File: config.mk
export PLATFORM = sky130hd
export DESIGN_NAME = cnt16_capture_timer
export DESIGN_NICKNAME = d
export VERILOG_FILES = /design/src/rtl/tmr16_pkg.sv /design/src/rtl/tmr16_pin_edge.sv /design/src/rtl/tmr16_mode_dec.sv /design/src/rtl/tmr16_count_core.sv /design/src/rtl/cnt16_capture_timer.sv
export SDC_FILE = /design/constraint.sdc
export NUM_CORES = 1
export LEC_CHECK = 0
export ABC_AREA = 1
export BUFFER_PORTS_ARGS = -buffer_cell sky130_fd_sc_hd__buf_2
export CAP_MARGIN = 20
export CORE_MARGIN = 4
export CORE_UTILIZATION = 32
export CTS_CLUSTER_DIAMETER = 120
export DETAILED_ROUTE_END_ITERATION = 7
export PLACE_DENSITY = 0.56
export SYNTH_ARGS = -nofsm -noshare
export SYNTH_HDL_FRONTEND = slang
export SYNTH_SLANG_ARGS = --single-unit
File: constraint.sdc
create_clock -name clk -period 2.21 [get_ports clk]
set_input_delay 0.221 -clock clk [delete_from_list [all_inputs] [get_ports clk]]
set_output_delay 0.221 -clock clk [all_outputs]
set_load 0.02 [all_outputs]
File: src/rtl/tmr16_pkg.sv
`timescale 1ns/1ps
package tmr16_pkg;
    localparam int BYTE_W = 8;
    localparam int ADDR_W = 3;
    localparam int CNT_W  = 2 * BYTE_W;

    localparam logic [ADDR_W-1:0] A_CTRL   = 3'd0;
    localparam logic [ADDR_W-1:0] A_CNT_LO = 3'd1;
    localparam logic [ADDR_W-1:0] A_CNT_HI = 3'd2;
    localparam logic [ADDR_W-1:0] A_CAP_LO = 3'd3;
    localparam logic [ADDR_W-1:0] A_CAP_HI = 3'd4;

    // control register, bit 7 down to bit 0
    typedef struct packed {
        logic ovf_flag;
        logic trig_flag;
        logic rx_clk_sel;
        logic tx_clk_sel;
        logic trig_en;
        logic run;
        logic ext_cnt;
        logic cap_sel;
    } ctrl_t;

    typedef enum logic [1:0] {
        MODE_RELOAD  = 2'd0,
        MODE_CAPTURE = 2'd1,
        MODE_BAUD    = 2'd2
    } mode_t;
endpackage

File: src/rtl/tmr16_pin_edge.sv
`timescale 1ns/1ps
module tmr16_pin_edge #(
    parameter int STAGES = 2
) (
    input  logic clk,
    input  logic rst_n,
    input  logic pin,
    output logic fall
);
    typedef struct packed {
        logic [STAGES-1:0] sync;
        logic              last;
    } edge_st_t;

    edge_st_t st_d, st_q;

    always_comb begin
        st_d      = st_q;
        st_d.sync = {st_q.sync[STAGES-2:0], pin};
        st_d.last = st_q.sync[STAGES-1];
    end

    always_ff @(posedge clk or negedge rst_n) begin
        if (!rst_n) st_q <= '1;
        else        st_q <= st_d;
    end

    assign fall = st_q.last & ~st_q.sync[STAGES-1];
endmodule

File: src/rtl/tmr16_mode_dec.sv
`timescale 1ns/1ps
module tmr16_mode_dec
    import tmr16_pkg::*;
(
    input  ctrl_t ctrl,
    input  logic  mc_tick,
    input  logic  baud_tick,
    input  logic  cnt_fall,
    output mode_t mode,
    output logic  step
);
    logic int_tick;

    always_comb begin
        if (ctrl.rx_clk_sel || ctrl.tx_clk_sel) mode = MODE_BAUD;
        else if (ctrl.cap_sel)                  mode = MODE_CAPTURE;
        else                                    mode = MODE_RELOAD;
        int_tick = (mode == MODE_BAUD) ? baud_tick : mc_tick;
        step     = ctrl.run & (ctrl.ext_cnt ? cnt_fall : int_tick);
    end
endmodule

File: src/rtl/tmr16_count_core.sv
`timescale 1ns/1ps
module tmr16_count_core #(
    parameter int WIDTH = 16
) (
    input  logic [WIDTH-1:0] cnt,
    input  logic             step,
    input  logic             load,
    input  logic [WIDTH-1:0] load_val,
    output logic [WIDTH-1:0] nxt,
    output logic             wrap
);
    always_comb begin
        wrap = step & (&cnt);
        if (load)      nxt = load_val;
        else if (step) nxt = cnt + WIDTH'(1);
        else           nxt = cnt;
    end
endmodule

File: src/rtl/cnt16_capture_timer.sv
`timescale 1ns/1ps
module cnt16_capture_timer
    import tmr16_pkg::*;
#(
    parameter int SYNC_STAGES = 2
) (
    input  logic              clk,
    input  logic              rst_n,
    input  logic [ADDR_W-1:0] reg_addr,
    input  logic              reg_wr,
    input  logic [BYTE_W-1:0] reg_wdata,
    output logic [BYTE_W-1:0] reg_rdata,
    input  logic              mc_tick,
    input  logic              baud_tick,
    input  logic              cnt_pin,
    input  logic              trig_pin,
    input  logic              irq_en,
    output logic              irq,
    output logic              baud_ovf
);
    localparam int N_PINS = 2;

    typedef struct packed {
        ctrl_t            ctrl;
        logic [CNT_W-1:0] cnt;
        logic [CNT_W-1:0] cap;
        logic             baud_pulse;
    } tmr_st_t;

    tmr_st_t st_d, st_q;

    logic [N_PINS-1:0] pins, falls;
    logic              cnt_fall, trig_fall, trig_ev;
    mode_t             mode;
    logic              step, wrap, reload;
    logic [CNT_W-1:0]  core_nxt;
    logic [7:0]        ctrl_bits;
    logic [CNT_W-1:0]  cnt_val, cap_val;

    assign pins = {trig_pin, cnt_pin};

    for (genvar gi = 0; gi < N_PINS; gi++) begin : g_pin
        tmr16_pin_edge #(.STAGES(SYNC_STAGES)) u_edge (
            .clk  (clk),
            .rst_n(rst_n),
            .pin  (pins[gi]),
            .fall (falls[gi])
        );
    end

    assign cnt_fall  = falls[0];
    assign trig_fall = falls[1];

    tmr16_mode_dec u_dec (
        .ctrl     (st_q.ctrl),
        .mc_tick  (mc_tick),
        .baud_tick(baud_tick),
        .cnt_fall (cnt_fall),
        .mode     (mode),
        .step     (step)
    );

    assign trig_ev = trig_fall & st_q.ctrl.trig_en;
    assign reload  = ((mode == MODE_RELOAD) & (wrap | trig_ev))
                   | ((mode == MODE_BAUD) & wrap);

    tmr16_count_core #(.WIDTH(CNT_W)) u_core (
        .cnt     (st_q.cnt),
        .step    (step),
        .load    (reload),
        .load_val(st_q.cap),
        .nxt     (core_nxt),
        .wrap    (wrap)
    );

    always_comb begin
        st_d            = st_q;
        st_d.cnt        = core_nxt;
        st_d.baud_pulse = (mode == MODE_BAUD) & wrap;
        if ((mode != MODE_BAUD) && wrap) st_d.ctrl.ovf_flag = 1'b1;
        if (trig_ev)                     st_d.ctrl.trig_flag = 1'b1;
        if ((mode == MODE_CAPTURE) && trig_ev) st_d.cap = core_nxt;
        if (reg_wr) begin
            case (reg_addr)
                A_CTRL:   st_d.ctrl                 = ctrl_t'(reg_wdata);
                A_CNT_LO: st_d.cnt[BYTE_W-1:0]      = reg_wdata;
                A_CNT_HI: st_d.cnt[CNT_W-1:BYTE_W]  = reg_wdata;
                A_CAP_LO: st_d.cap[BYTE_W-1:0]      = reg_wdata;
                A_CAP_HI: st_d.cap[CNT_W-1:BYTE_W]  = reg_wdata;
                default: ;
            endcase
        end
    end

    always_ff @(posedge clk or negedge rst_n) begin
        if (!rst_n) st_q <= '0;
        else        st_q <= st_d;
    end

    assign ctrl_bits = st_q.ctrl;
    assign cnt_val   = st_q.cnt;
    assign cap_val   = st_q.cap;

    always_comb begin
        case (reg_addr)
            A_CTRL:   reg_rdata = ctrl_bits;
            A_CNT_LO: reg_rdata = cnt_val[BYTE_W-1:0];
            A_CNT_HI: reg_rdata = cnt_val[CNT_W-1:BYTE_W];
            A_CAP_LO: reg_rdata = cap_val[BYTE_W-1:0];
            A_CAP_HI: reg_rdata = cap_val[CNT_W-1:BYTE_W];
            default:  reg_rdata = '0;
        endcase
    end

    assign irq      = irq_en & (st_q.ctrl.ovf_flag | st_q.ctrl.trig_flag);
    assign baud_ovf = st_q.baud_pulse;
endmodule

# After elaboration in Yosys (flattened, before gate mapping)
# Index checks and enable logic that the tools add are counted.
# totals
input_bits	19
register_bits	47
output_inout_bits	10
word_cells	59
# classes
eq_ne	7
muxes	16
n_addsub	1
reduce_logical	7
n_bitwise	13
# op_table
op	n
$mux 16	3
$mux 40	1
$mux 8	5
$pmux 8 s5	1
$add 16x1->16 const B	1
$reduce_and 16->1	1
$and 1x1->1	8
$eq 3x2->1 const B	2
$mux 1	5
$eq 3x1->1 const B	1
$eq 3x3->1 const B	1
$logic_not 3->1	1
$or 1x1->1	3
$eq 2x1->1 const B	1
$eq 2x2->1 const B	1
$logic_and 1x1->1	2
$logic_not 2->1	1
$mux 2	1
$ne 2x2->1 const B	1
$not 1->1	2
$reduce_and 2->1	1
$logic_or 1x1->1	1

# Longest topological paths before layout
# Gate-level depths: netlist (run 1).
# depth
word_depth	14
depth_mapped	13
depth_no_buf	12

# By module
# From an unflattened synthesis (run 1), not the netlist that was laid out.
# unflattened
hier_cells	450
area_unflattened_um2	3089.2
# by_module_without_submodules
module	n_inst	cells_per_inst	seq_area_each_um2	area_per_inst_um2
cnt16_capture_timer	1	307	1026.0	2260.9
tmr16_count_core	1	120	0.0	586.8
tmr16_pin_edge	2	5	78.8	88.8
tmr16_mode_dec	1	13	0.0	63.8

# Least setup slack after synthesis (run 1)
# Ideal clock, no wire load.
# synth_path
kind	flip-flop to flip-flop
start	reg st_q (netlist bit cnt_val[1])
end	reg st_q (netlist bit cnt_val[14])
setup_slack_ns	0.447
arrival_time_ns	1.629
setup_ns	0.134
synth_period_minus_slack_ns	1.763
stages_incl_launch_ff	12
path_buffers	1
required_time_ns	2.076
path_cell_list	dfrtp_1 ha_1 nand2_2 nor2_4 nand4_4 o21bai_4 nand2_4 buf_6 nand2_1 nand2_1 nand2_1 o21ai_0
# synth_rtl
element	line	rtl
start, declared	cnt16_capture_timer.sv:30	tmr_st_t st_d, st_q;
start signal, assigned	cnt16_capture_timer.sv:97	else st_q <= st_d;

==> results.cfg, run 1 <==
[floorplan]
row_count = 35
dieArea_um2 = 11000
fp.dieW_um = 105
start_util = 0.327
num_io_pins = 29
fp.coreArea_um2 = 9150
fp.dieH_um = 105

[clock_network]
clkTransAtPathRegs_ps = 90
numCtsBuffers = 5
cts_max_path_buffers = 2
cts_tree = yes
cts-root-buf = clkbuf_8
clock_sinks = 47
htreeDepth = 2
post_cts.repair.setup_buffers = 0
insertion_delay_ps = 310

[place]
dp_slack_ps = -65.8
gp_congestion = 0.890
dpl.hpwl_um = 7250
port_buffers = 28

[finish]
drive_gt1_frac = 0.146
syn2layout_area_growth_pct = 15.1
nets = 485
final_core_util = 0.376
antenna_cells = 0

[setup_path]
startpoint_type = flip-flop
required_ps = 2440
cp_max_fo = 16
path_class = flip-flop to flip-flop
crit_path_top_delay_cell = dfrtp_1
worstPathCellList = ha_1 > nand2_2 > nor2_4 > nand4_4 > o21bai_4 > buf_4 > nand3_1 > nand2_1 > nand2_1 > a21oi_1
crit_arrival_ps = 2250
crit_path_end_kind = flip-flop
max_stage_delay_ps = 410
crit_top_cell = nand2_1

[job]
drv_cap = 0

[sta]
fin_ws_ps = 190
final_max_slew_viol_count = 0
hold_viol_final = 0
hold_slack_ps = 203
period_share = 0.914
final.min_clock_period_ps = 2020
rsz0062_at_grt = no
max_slew.worst_pin.slew_ps = 603
skew_ps = 12.4
slew-limit-headroom = 0.597
max_freq_ghz = 0.495
setup_viol = 0

[hold_path]
hp-class = input port to flip-flop

[global_route]
grt_usage = 0.183
grt_pass1_wl_um = 16100
first_global_vias = 2923
grt_antenna_before_repair = 0
grt_max_degree = 26
gr-total-overflow = 0

[route]
num_vias = 3042
post-route-drc-count = 0
drt_iter0_markers = 313
antenna_left = 0
via_per_inst = 5.27
firstDrtPassIters = 5
wire_per_inst_um = 16.6
drt-total-wl_um = 9580

[logic_synthesis]
syn_nets = 446
synth_edf_count = 0
ys_top_cells_by_count = nand2_1, inv_1, dfrtp_1, nor2_1, o21ai_0
dominantRegCellSynth = dfrtp_1
synth-seq-cells = 47
yosysUniqueCellTypes = 37
async_reset_ff_frac = 1.00
synth_most_common_cell = nand2_1
synthCells = 426
yosysWarnings = 0
syn_area_um2 = 2990
synth_area_leaders = dfrtp_1, nand2_1, o21ai_0, dfstp_2, inv_1
syn_avg_cell_area_um2 = 7.02
synth_top_area_frac = 0.343
yosysTopAreaCell = dfrtp_1
ys_seq_area_frac = 0.396

[power]
max-vdd-ir-drop_v = 0.000488
leakage_uw = 0.00165
power.density_nw_per_um2 = 964

[outcome]
status = finished, final reports clean
## worst max-delay path: cells and delay by family, from the launching register on
| kind | cells | cell delay (ps) |
|---|---|---|
| flops | 1 | 410 |
| fa+ha+maj | 1 | 240 |
| compound gates | 2 | 340 |
| simple gates | 6 | 700 |
| buf+inv | 1 | 250 |
## cell usage in the layout (no fill, tap or decap), types with 3 or more instances in the layout
cell type	count
o21ai_1	6
nand3b_1	4
nor2_1	41
a21oi_1	31
clkbuf_8	6
a221oi_1	6
dlygate4sd3_1	3
buf_4	10
xor2_1	4
dfstp_2	6
o21ai_0	34
nand3_1	27
xnor2_1	4
dfrtp_1	41
nand2_2	4
buf_2	28
nand2_1	139
inv_1	42
## logic make-up (layout without fill, tap and decap cells)
group	Yosys count	in the layout	share of synthesized area
simple gates	228	228	0.329
compound gates	90	90	0.175
buf+inv	52	92	0.0724
flops	47	47	0.396
xor+xnor	8	8	0.0234
fa+ha+maj	1	1	0.00419
## through the flow
| stage | setup TNS (ps) | cells | instance area (um^2) | power (uW) |
|---|---|---|---|---|
| after floorplan | 0 | 426 | 2990 | 2290 |
| after global routing | 0 | 577 | 3440 | 3600 |
| final | 0 | 577 | 3440 | 3320 |
| after global placement | -6.60 | 566 | 3300 | 2720 |
| after CTS | 0 | 575 | 3410 | 3300 |
| after detailed placement | -361 | 566 | 3300 | 2730 |
## where the power goes
group          switching, uW  internal (uW)
clock                    308            257
combinational            782            497
sequential               346           1130
## state kept, by name, indices dropped and copies added, names as in the netlist
| register | cells |
|---|---|
| cnt_val | 16 |
| g_pin.u_edge.st_d | 4 |
| g_pin.u_edge.st_q | 2 |
| ctrl_bits | 8 |
| baud_ovf | 1 |
| cap_val | 16 |
## path summary, 6_finish.rpt
kind                       cells past startpoint  slack (ps)                       to                    start
max in group asynchronous                      3        1160  g_pin[0].u_edge.st_q[0]                    rst_n
min reg2reg                                    0         360  g_pin[1].u_edge.st_d[0]  g_pin[1].u_edge.st_d[2]
min in group asynchronous                      2         450             ctrl_bits[2]                    rst_n
min                                            3         200               cap_val[0]             reg_wdata[0]
max                                           10         190               cap_val[6]               cnt_val[0]
max reg2reg                                   10         190               cap_val[6]               cnt_val[0]
## metal layers
layer  share of wire  vias to the layer above  GRT usage
met5               0                        -          0
met4           0.014                        0     0.0394
met3           0.051                       10     0.0222
met2            0.47                      116      0.292
met1            0.47                     1451      0.267
li1                -                     1465          -
## layout make-up
class | count | area [um^2]
Fill cell | 965 | 5710
Multi-Input combinational cell | 327 | 1600
Sequential cell | 47 | 1180
Timing Repair Buffer | 42 | 265
Inverter | 42 | 158
Tap cell | 111 | 139
Clock buffer | 7 | 86.3
Clock inverter | 1 | 8.76
## repair_timing
action                     CTS  global route
gates cloned                 0             0
setup endpoints to repair   17             7
hold buffers                 1             2
gates resized for setup      1             1
hold endpoints to repair    23             2
pin swaps                    0             0
(Power assumes the default switching activity.)
==> inputs of run 2 (changes only) <==
--- a/config.mk
+++ b/config.mk
@@ -8,6 +8,7 @@
 export ABC_AREA = 1
 export BUFFER_PORTS_ARGS = -buffer_cell sky130_fd_sc_hd__buf_2
 export CAP_MARGIN = 20
+export CORE_ASPECT_RATIO = 0.75
 export CORE_MARGIN = 4
 export CORE_UTILIZATION = 32
 export CTS_CLUSTER_DIAMETER = 120
==> results.cfg, run 2 (synthesis gave the netlist of run 1 again) <==
[setup_path]
cp-startpoint = cnt_val[1]
reg2reg_from = cnt_val[1]
cp_max_fo = 16
r2r_cells = 10
required_ps = 2430
startpoint_type = flip-flop
crit_path_end_kind = flip-flop
crit_arrival_ps = 2200
path_class = flip-flop to flip-flop
r2r_slack_ps = 230
r2r-end = cap_val[3]

[route]
drt-total-wl_um = 9500
firstDrtPassIters = 5
via_per_inst = 5.15
antenna_left = 0
wire_per_inst_um = 16.0
num_vias = 3061
drt_iter0_markers = 306
post-route-drc-count = 0

[clock_network]
htreeDepth = 2
cts-root-buf = clkbuf_16
post_cts.repair.setup_buffers = 0
cts_tree = yes
clkTransAtPathRegs_ps = 70
insertion_delay_ps = 290
numCtsBuffers = 5
postCtsResizedCells = 0
clock_sinks = 47
cts_max_path_buffers = 2

[power]
power.density_nw_per_um2 = 1030
max-vdd-ir-drop_v = 0.000382
leakage_uw = 0.00167

[finish]
antenna_cells = 0
drive_gt1_frac = 0.148
syn2layout_area_growth_pct = 16.5
final_common_cell = nand2_1
stdcell_count = 594
nets = 485
final_cell_mix = nand2_1, inv_1, nor2_1, dfrtp_1, o21ai_0

[place]
port_buffers = 28
gp_congestion = 0.906
place_inst = 585
dpl.hpwl_um = 7570

[sta]
final.min_clock_period_ps = 1980
max_slew.worst_pin.slew_ps = 637
final_max_slew_viol_count = 0
rsz0062_at_grt = no
skew_ps = 10.2
setup_viol = 0
hold_viol_final = 0
period_share = 0.895
slew-limit-headroom = 0.575
max_freq_ghz = 0.505
fin_setup_tns_ps = 0

[hold_path]
hp-class = input port to flip-flop
holdPathStages = 1
whs_endpoint = g_pin[1].u_edge.st_d[2]
min_from = trig_pin

[floorplan]
start_util = 0.329
fp.dieW_um = 120
num_io_pins = 29
dieArea_um2 = 11000
row_count = 30
fp.coreArea_um2 = 9080
fp.dieH_um = 91.7

[global_route]
grt_max_degree = 28
grt_antenna_before_repair = 0
grt_pass1_wl_um = 15900
first_global_vias = 2907
grt_usage = 0.181
gr-total-overflow = 0

[job]
drv_cap = 0

[outcome]
status = finished, final reports clean
[run 2: report_power, final]
| part | switching, uW | internal, uW | leakage (uW) |
|---|---|---|---|
| combinational | 876 | 501 | 0.00105 |
| sequential | 339 | 1130 | 0.000553 |
| clock | 325 | 420 | 0.0000708 |
[run 2: metrics by stage]
stage | worst slack, ps | total power (uW) | area, um^2 | utilization | hold WS [ps]
floorplan | 447 | 2290 | 2990 | - | -74.6
global placement | 281 | 2820 | 3330 | 0.366 | 293
detailed placement | 260 | 2810 | 3330 | 0.366 | 290
CTS | 250 | 3560 | 3480 | 0.383 | 23.7
global route | 62.5 | 3850 | 3480 | 0.383 | 19.5
finish | 232 | 3590 | 3480 | 0.383 | 22.8
[run 2: timing repair]
action | 4_1_cts | 5_1_grt
endpoints found under the hold margin | 25 | 0
endpoints found under the setup margin | 0 | 0
hold buffers | 1 | 0
[run 2: metal layers]
layer | vias to the layer above | part of all wire | global-route usage | routed length, um
li1 | 1474 | - | - | -
met1 | 1435 | 0.49 | 0.282 | 4670
met2 | 135 | 0.41 | 0.254 | 3880
met3 | 17 | 0.081 | 0.0351 | 774
met4 | 0 | 0.018 | 0.0467 | 174
met5 | - | 0 | 0 | 0
[run 2: critical path, stage by stage (launching register included)]
cell and delay [ps]:
dfrtp_1 400, ha_1 250, nand2_2 100, nor2_4 190, nand4_4 120, o21bai_4 200
buf_4 230, nand3_1 90, nand2_1 110, nand2_1 80, a21oi_1 130
[run 2: worst max path at each step]
stage	endpoint	slack (ps)	cells after the start
6_report	cap_val[3]	230	10
5_1_grt	cap_val[0]	60	10
4_1_cts	cap_val[0]	250	10
3_5_place_dp	cap_val[0]	260	10
3_3_place_gp	cnt_val[0]	280	10
2_1_floorplan	cnt_val[14]	450	11
[run 2: final cells by class]
cell class / count / area (um^2)
Timing Repair Buffer: 42 / 248
Clock buffer: 6 / 129
Clock inverter: 2 / 13.8
Multi-Input combinational cell: 327 / 1590
Tap cell: 128 / 160
Fill cell: 1003 / 5600
Inverter: 42 / 158
Sequential cell: 47 / 1180
